<file path="src/rtl/cfg_bridge_pkg.sv">
package cfg_bridge_pkg;
  localparam int unsigned DW    = 32;
  localparam int unsigned LEN_W = 3;
  localparam int unsigned ID_W  = 8;

  typedef enum logic {
    SEL_ADDR = 1'b0,
    SEL_DATA = 1'b1
  } host_sel_e;

  typedef struct packed {
    logic [ID_W-1:0] bus;
    logic [ID_W-1:0] devfn;
  } tgt_id_t;
endpackage

</file>
<file path="src/rtl/cfg_addr_latch.sv">
module cfg_addr_latch
  import cfg_bridge_pkg::*;
(
  input  logic             clk_i,
  input  logic             rst_ni,
  input  logic             wr_i,
  input  logic [1:0]       off_i,
  input  logic [LEN_W-1:0] len_i,
  input  logic [DW-1:0]    wdata_i,
  output logic [DW-1:0]    addr_o
);
  logic upd;
  assign upd = wr_i && (len_i == LEN_W'(4)) && (off_i == 2'd0);

  always_ff @(posedge clk_i or negedge rst_ni) begin
    if (!rst_ni)  addr_o <= '0;
    else if (upd) addr_o <= wdata_i;
  end

  // partial or misaligned writes must not disturb the latch
  p_latch_ignore_r1: assert property (@(posedge clk_i) disable iff (!rst_ni)
    (wr_i && !(len_i == LEN_W'(4) && off_i == 2'd0)) |=> $stable(addr_o));
  p_latch_load_r1: assert property (@(posedge clk_i) disable iff (!rst_ni)
    (wr_i && len_i == LEN_W'(4) && off_i == 2'd0) |=> (addr_o == $past(wdata_i)));
endmodule

</file>
<file path="src/rtl/cfg_target_match.sv">
module cfg_target_match
  import cfg_bridge_pkg::*;
#(
  parameter int unsigned N_TGT = 4
) (
  input  logic                       clk_i,
  input  logic                       rst_ni,
  input  tgt_id_t                    id_i,
  input  logic [N_TGT-1:0][ID_W-1:0] tgt_bus_i,
  input  logic [N_TGT-1:0][ID_W-1:0] tgt_devfn_i,
  input  logic [N_TGT-1:0]           tgt_present_i,
  input  logic [N_TGT-1:0]           tgt_powered_i,
  input  logic [N_TGT-1:0]           tgt_hotplug_i,
  input  logic [N_TGT-1:0]           tgt_fn0_i,
  output logic                       hit_o,
  output logic                       visible_o,
  output logic [N_TGT-1:0]           sel_o
);
  logic [N_TGT-1:0] match;

  for (genvar i = 0; i < N_TGT; i++) begin : g_cmp
    assign match[i] = tgt_present_i[i] &&
                      (tgt_bus_i[i] == id_i.bus) &&
                      (tgt_devfn_i[i] == id_i.devfn);
  end

  // isolate lowest set bit: lowest index wins
  assign sel_o = match & (~match + N_TGT'(1));
  assign hit_o = |match;
  // powered and not an orphaned hotplugged function
  assign visible_o = |(sel_o & tgt_powered_i & ~(tgt_hotplug_i & ~tgt_fn0_i));

  p_sel_onehot_r12: assert property (@(posedge clk_i) disable iff (!rst_ni)
    $onehot0(sel_o));
  p_sel_lowest_r12: assert property (@(posedge clk_i) disable iff (!rst_ni)
    (sel_o != '0) |-> (((sel_o - N_TGT'(1)) & match) == '0));
  p_hit_sel_r6: assert property (@(posedge clk_i) disable iff (!rst_ni)
    hit_o |-> ($countones(sel_o) == 1));
endmodule

</file>
<file path="src/rtl/cfg_len_clip.sv">
module cfg_len_clip
  import cfg_bridge_pkg::*;
#(
  parameter int unsigned CFG_SPACE = 256,
  localparam int unsigned OFF_W = $clog2(CFG_SPACE)
) (
  input  logic [OFF_W-1:0] offset_i,
  input  logic [LEN_W-1:0] len_i,
  input  logic [DW-1:0]    raw_i,
  output logic             ok_o,
  output logic [LEN_W-1:0] len_o,
  output logic [DW-1:0]    data_o
);
  localparam int unsigned NB = DW / 8;
  localparam logic [OFF_W:0] SPACE = (OFF_W+1)'(CFG_SPACE);

  logic [OFF_W:0] room;
  logic [OFF_W:0] len_x;
  logic           in_range;
  logic           len_legal;

  assign room      = SPACE - {1'b0, offset_i};
  assign len_x     = (OFF_W+1)'(len_i);
  assign in_range  = {1'b0, offset_i} < SPACE;
  assign len_legal = (len_i != '0) && (len_i <= LEN_W'(NB));
  assign ok_o      = in_range && len_legal;
  assign len_o     = (len_x > room) ? room[LEN_W-1:0] : len_i;

  for (genvar k = 0; k < NB; k++) begin : g_lane
    assign data_o[8*k +: 8] = (LEN_W'(k) < len_o) ? raw_i[8*k +: 8] : 8'hFF;
  end
endmodule

</file>
<file path="src/rtl/cfg_bridge.sv">
module cfg_bridge
  import cfg_bridge_pkg::*;
#(
  parameter int unsigned N_TGT     = 4,
  parameter int unsigned CFG_SPACE = 256,
  localparam int unsigned OFF_W    = $clog2(CFG_SPACE)
) (
  input  logic                       clk_i,
  input  logic                       rst_ni,
  input  logic                       req_valid_i,
  output logic                       req_ready_o,
  input  logic                       req_write_i,
  input  logic                       req_sel_i,
  input  logic [1:0]                 req_off_i,
  input  logic [LEN_W-1:0]           req_len_i,
  input  logic [DW-1:0]              req_wdata_i,
  output logic                       rsp_valid_o,
  output logic [DW-1:0]              rsp_rdata_o,
  input  logic [N_TGT-1:0][ID_W-1:0] tgt_bus_i,
  input  logic [N_TGT-1:0][ID_W-1:0] tgt_devfn_i,
  input  logic [N_TGT-1:0]           tgt_present_i,
  input  logic [N_TGT-1:0]           tgt_powered_i,
  input  logic [N_TGT-1:0]           tgt_hotplug_i,
  input  logic [N_TGT-1:0]           tgt_fn0_i,
  output logic                       cfg_valid_o,
  output logic                       cfg_write_o,
  output logic [N_TGT-1:0]           cfg_tgt_o,
  output logic [ID_W-1:0]            cfg_bus_o,
  output logic [ID_W-1:0]            cfg_devfn_o,
  output logic [OFF_W-1:0]           cfg_offset_o,
  output logic [LEN_W-1:0]           cfg_len_o,
  output logic [DW-1:0]              cfg_wdata_o,
  input  logic [DW-1:0]              cfg_rdata_i
);
  logic [DW-1:0]    addr_q;
  logic             addr_wr, data_acc, allow;
  logic             hit, visible, len_ok;
  logic [N_TGT-1:0] sel;
  tgt_id_t          id;
  logic [DW-1:0]    masked;

  assign req_ready_o = 1'b1;
  assign addr_wr  = req_valid_i && req_write_i && (host_sel_e'(req_sel_i) == SEL_ADDR);
  assign data_acc = req_valid_i && (host_sel_e'(req_sel_i) == SEL_DATA);

  cfg_addr_latch i_latch (
    .clk_i   (clk_i),
    .rst_ni  (rst_ni),
    .wr_i    (addr_wr),
    .off_i   (req_off_i),
    .len_i   (req_len_i),
    .wdata_i (req_wdata_i),
    .addr_o  (addr_q)
  );

  assign id.bus   = addr_q[23:16];
  assign id.devfn = addr_q[15:8];
  assign cfg_offset_o = {addr_q[OFF_W-1:2], addr_q[1:0] | req_off_i};

  cfg_target_match #(.N_TGT(N_TGT)) i_match (
    .clk_i         (clk_i),
    .rst_ni        (rst_ni),
    .id_i          (id),
    .tgt_bus_i     (tgt_bus_i),
    .tgt_devfn_i   (tgt_devfn_i),
    .tgt_present_i (tgt_present_i),
    .tgt_powered_i (tgt_powered_i),
    .tgt_hotplug_i (tgt_hotplug_i),
    .tgt_fn0_i     (tgt_fn0_i),
    .hit_o         (hit),
    .visible_o     (visible),
    .sel_o         (sel)
  );

  cfg_len_clip #(.CFG_SPACE(CFG_SPACE)) i_clip (
    .offset_i (cfg_offset_o),
    .len_i    (req_len_i),
    .raw_i    (cfg_rdata_i),
    .ok_o     (len_ok),
    .len_o    (cfg_len_o),
    .data_o   (masked)
  );

  assign allow       = addr_q[31] && hit && visible && len_ok;
  assign cfg_valid_o = data_acc && allow;
  assign cfg_write_o = req_write_i;
  assign cfg_tgt_o   = cfg_valid_o ? sel : '0;
  assign cfg_bus_o   = id.bus;
  assign cfg_devfn_o = id.devfn;
  assign cfg_wdata_o = req_wdata_i;

  always_ff @(posedge clk_i or negedge rst_ni) begin
    if (!rst_ni) begin
      rsp_valid_o <= 1'b0;
      rsp_rdata_o <= '0;
    end else begin
      rsp_valid_o <= req_valid_i && !req_write_i;
      if (req_valid_i && !req_write_i)
        rsp_rdata_o <= (host_sel_e'(req_sel_i) == SEL_ADDR) ? addr_q :
                       (allow ? masked : '1);
    end
  end

  p_fwd_enable_r4: assert property (@(posedge clk_i) disable iff (!rst_ni)
    cfg_valid_o |-> addr_q[31]);
  p_fwd_powered_r7: assert property (@(posedge clk_i) disable iff (!rst_ni)
    cfg_valid_o |-> |(cfg_tgt_o & tgt_powered_i));
  p_fwd_visible_r8: assert property (@(posedge clk_i) disable iff (!rst_ni)
    cfg_valid_o |-> !(|(cfg_tgt_o & tgt_hotplug_i & ~tgt_fn0_i)));
  p_len_bound_r9: assert property (@(posedge clk_i) disable iff (!rst_ni)
    cfg_valid_o |-> (cfg_len_o != '0 && cfg_len_o <= req_len_i &&
                     (int'(cfg_offset_o) + int'(cfg_len_o)) <= int'(CFG_SPACE)));
  p_len_legal_r11: assert property (@(posedge clk_i) disable iff (!rst_ni)
    cfg_valid_o |-> (req_len_i >= LEN_W'(1) && req_len_i <= LEN_W'(4)));
  p_rd_rsp_r10: assert property (@(posedge clk_i) disable iff (!rst_ni)
    (req_valid_i && !req_write_i) |=> rsp_valid_o);
  p_wr_norsp_r10: assert property (@(posedge clk_i) disable iff (!rst_ni)
    (req_valid_i && req_write_i) |=> !rsp_valid_o);
  p_tgt_onehot_r12: assert property (@(posedge clk_i) disable iff (!rst_ni)
    cfg_valid_o |-> ($countones(cfg_tgt_o) == 1));
endmodule

</file>
<file path="config.mk">
export PLATFORM = sky130hd
export DESIGN_NAME = cfg_bridge
export DESIGN_NICKNAME = d
export VERILOG_FILES = /design/src/rtl/cfg_bridge_pkg.sv /design/src/rtl/cfg_addr_latch.sv /design/src/rtl/cfg_target_match.sv /design/src/rtl/cfg_len_clip.sv /design/src/rtl/cfg_bridge.sv
export SDC_FILE = /design/constraint.sdc
export NUM_CORES = 1
export LEC_CHECK = 0
export BUFFER_PORTS_ARGS = -buffer_cell sky130_fd_sc_hd__buf_2
export CORE_MARGIN = 3
export CORE_UTILIZATION = 40
export DETAILED_ROUTE_END_ITERATION = 7
export MAX_ROUTING_LAYER = met4
export PLACE_DENSITY = 0.76
export SLEW_MARGIN = 30
export SYNTH_ARGS = -nofsm -noshare
export SYNTH_HDL_FRONTEND = slang
export SYNTH_SLANG_ARGS = --single-unit
</file>
<file path="constraint.sdc">
create_clock -name clk_i -period 7.1 [get_ports clk_i]
set_input_delay 1.065 -clock clk_i [delete_from_list [all_inputs] [get_ports clk_i]]
set_output_delay 1.065 -clock clk_i [all_outputs]
set_load 0.01 [all_outputs]
</file>
==> run summary <==
Kind of start point of the critical path: a primary input. The setup TNS after final layout was 0 ps; the boundary pin count was 253. The number of global-route vias before repair was 4,256. Setup repair after global routing left no endpoint under its margin. For this run, the register share of the synthesized area comes to 36.56%. The data required time of the critical path was 6030 ps. Synthesis produced a netlist with a net count of 633. The post-detailed-route DRC marker count is 0, and the final weighted congestion in routability-driven placement is 1.131. After clock tree synthesis, the setup repair step added 0 buffers. The tools report the area of the die as 0.01242 mm². The total power after layout is 0.001008 W.

The number of buffers and inverters on the critical path works out to 3. The critical path goes through buf_2 -> xor2_1 -> nor4_1 -> nand2_1 -> or4_4 -> a41oi_4 -> buf_8 -> nand2_2 -> nor4b_1 -> buf_2. The run finished with clean final reports. In this run the remaining antenna-violating nets after routing total 0. TritonCTS created 9 clock buffers.

The number of H-tree levels is 3, and the final critical delay including setup and external delays is 5076 ps. The overall overflow remaining after global route came out at 0. TritonCTS built the clock tree. The die is 111.5 µm tall.

The most used flip-flop cell after synthesis is sky130_fd_sc_hd__dfrtp_1. The worst endpoint data arrival time came out at 4010 ps. Clock-pin slew on the worst setup and hold paths: 70 ps.

The cell that appears most often on the critical path is sky130_fd_sc_hd__buf_2. Setup violations remaining at the end of the flow were counted as 0. The fraction of power consumed by combinational cells is 26.3%.

The tools report the sequential cell fraction of total power as 44.7%. Of the total power, the share spent switching nets is 33.35%. After synthesis, the share of flip-flops with an asynchronous set or reset is 100.0%. For the area of all placed cells without fillers, the log shows 0.005528 mm².

For the total internal power, the log shows 0.0006720 W. The area of the core came out at 0.01056 mm². The net count of the finished layout is 804. The number of hold buffers added after CTS was 0. The post-route netlist has 48.54% of its cells at a drive strength greater than 1. The number of antenna diodes in the final layout is 0. Startpoint of the worst hold path: i_latch.addr_o[27]. The clock insertion delay at the later pin of the skew report is 340 ps, and the number of hold violations in the final report is 0. The highest achievable clock rate is 197.0 MHz. In this run the power density over the cells is 182.4 mW/mm². The final routed wire length divided by cell count is 18.72 µm, and the placement-stage cell area is 0.005333 mm².

The worst setup path is of the in -> out kind. For the power dissipated by switching net loads, the log shows 0.0003362 W. The reg-to-reg startpoint was i_latch.addr_o[0].

The run gives 2 as the buffer levels on the longest clock path. Entering global routing, the biggest net connects 66 pins. The synthesized area per cell was 9.367 µm².

The run gives 219 as the number of design-rule violations left by the first detailed-router iteration. Summed over all cells, the static leakage comes to 2.661 nW. From left edge to right edge, the die measures 111.5 µm. For this run, the number of Yosys warnings is 0.

In this run, post-CTS repair resized a total of 0 instances. The port buffer count is 251. VDD sags by at most 0.07853 mV. Measured on the finished design, the core utilization comes to 52.37%. The initial antenna violation count is 0, and the fill cell total of the finished layout is 951. Max-cap violations in this run came to 0. The tools report the worst slack at placement as 1672 ps. Synthesis inferred 65 register bits. In the post-route analysis, the smallest setup slack over all paths is 2024 ps. The HPWL after detailed placement is 11,320 µm. At the pin with the least slew margin, the transition time is 906.5 ps. The routed layout has 4,228 vias. Clock skew on the completed layout was measured at 14.43 ps.

Part of the power in the clock network: 29.0%. The first-pass GRT wire length was 22,430 µm. For the initial cell density of the core, the log shows 42.15%. The slowest stage cell on the critical path was sky130_fd_sc_hd__or4_4.

For this run, the total global-route usage over all layers was measured as 23.38%. Leaving out fill and tap cells, the most frequent cells in the layout are 250 x sky130_fd_sc_hd__buf_2, 65 x sky130_fd_sc_hd__dfrtp_1, 43 x sky130_fd_sc_hd__xnor2_1. The beginning of the critical path is tgt_bus_i[1]. On the critical path the largest part of the delay comes from simple AND/OR/NAND/NOR gates.

The synthesized netlist occupies a cell area of 0.004449 mm². The critical path endpoint category was a primary output. The number of cell rows was 37.

The largest stage delay on the critical path is 590 ps, and the area growth from synthesis to final layout is 24.24%. After layout, the worst path uses 71.49% of the clock period. Before antenna repair, the detailed router went through 4 iterations. The count of pins over their slew limit is 0. The class of the tightest hold or removal check is reg -> reg.

In this run, distinct cell masters in the synthesized netlist total 40. Summed over all layers, the routed wires come to 14,730 µm. The count of flip-flops with a built-in enable after synthesis is 0.

Clock tree synthesis found a total of 65 sinks. Clock tree synthesis selected as its root buffer the cell sky130_fd_sc_hd__clkbuf_8. In the routed layout, each cell is associated on average with a via count of 5.372. The tools report the number of instances in the synthesized netlist as 475.

The most common cell after layout, fill and taps aside was sky130_fd_sc_hd__buf_2. Along the worst path, the maximum fanout reaches 17. The worst pin sits at a relative slew slack of 39.50%.
routing by layer:
layer | up-vias | routed length, µm | track usage, %
met1 | 2012 | 5652 | 25.64
met5 | - | 0 | -
met4 | 0 | 437 | 9.327
met2 | 224 | 7598 | 41.33
li1 | 1960 | - | -
met3 | 32 | 1042 | 4.946
synthesized netlist by cell type (2+ instances only):
library cell	count	area, µm²
sky130_fd_sc_hd__a21oi_1	2	10.01
sky130_fd_sc_hd__a31oi_1	32	200.2
sky130_fd_sc_hd__buf_2	10	50.05
sky130_fd_sc_hd__buf_4	56	420.4
sky130_fd_sc_hd__clkbuf_1	29	108.9
sky130_fd_sc_hd__dfrtp_1	65	1627
sky130_fd_sc_hd__ha_1	4	50.05
sky130_fd_sc_hd__inv_1	10	37.54
sky130_fd_sc_hd__mux2_2	34	382.9
sky130_fd_sc_hd__nand2_1	5	18.77
sky130_fd_sc_hd__nand2b_1	3	18.77
sky130_fd_sc_hd__nand3_1	5	25.02
sky130_fd_sc_hd__nand4_1	9	56.30
sky130_fd_sc_hd__nor2_1	9	33.78
sky130_fd_sc_hd__nor3_1	36	180.2
sky130_fd_sc_hd__nor4_1	9	56.30
sky130_fd_sc_hd__nor4b_1	2	17.52
sky130_fd_sc_hd__o21ai_0	37	185.2
sky130_fd_sc_hd__or2_2	2	12.51
sky130_fd_sc_hd__or3_1	32	200.2
sky130_fd_sc_hd__xnor2_1	43	376.6
sky130_fd_sc_hd__xor2_1	23	201.4
metrics by stage:
| stage | hold slack [ps] | cells |
|---|---|---|
| global route | 531.5 | 787 |
| finish | 504.1 | 787 |
| global placement | 483.6 | 770 |
| detailed placement | 492.0 | 770 |
| CTS | 509.6 | 786 |
| floorplan | 473.9 | 475 |
state kept, by name, summed over array words and instances (netlist names):
signal	cells
rsp_rdata_o	32
i_latch.addr_o	32
rsp_valid_o	1
area by class of cell:
cell class,count,area [µm²],area share (%)
multi-input cells,304,2210,39.97
flip-flops and latches,65,1627,29.43
repair buffers,256,1304,23.59
well taps,136,170.2,3.078
clock buffers,10,137.6,2.490
clock inverters,6,42.54,0.7696
inverters,10,37.54,0.6790
path summary, 6_finish.rpt:
kind	to	slack [ps]	depth (start not counted)
worst max-delay path	cfg_tgt_o[1]	2020	10
worst min-delay path	i_latch.addr_o[27]	500	1
worst max register to register	rsp_rdata_o[18]	3780	11
worst min register to register	i_latch.addr_o[27]	500	1
max in group asynchronous	rsp_rdata_o[0]	5730	1
min in group asynchronous	i_latch.addr_o[10]	820	1
cells by family (layout without fill, tap and decap cells):
kind of cell / Yosys count / count (layout) / share of synthesized area [%]
other: 1 / 1 / 0.08428
adder cells (fa/ha/maj): 4 / 4 / 1.125
AO/OA/AOI/OAI: 77 / 77 / 10.86
XOR/XNOR: 66 / 66 / 12.99
flip-flops: 65 / 65 / 36.56
multiplexers: 35 / 35 / 8.830
AND/OR/NAND/NOR: 121 / 121 / 15.61
buffers and inverters: 106 / 282 / 13.95
power by group through the flow:
stage | combinational [W] | sequential [W] | clock (W)
after floorplan | 0.000168 | 0.000445 | 0
after global placement | 0.000259 | 0.000455 | 0
after detailed placement | 0.000266 | 0.000458 | 0
after CTS | 0.000267 | 0.000451 | 0.000301
after global routing | 0.000289 | 0.000456 | 0.000320
final | 0.000265 | 0.000451 | 0.000293
No activity file was read; power rests on OpenSTA's default activity.
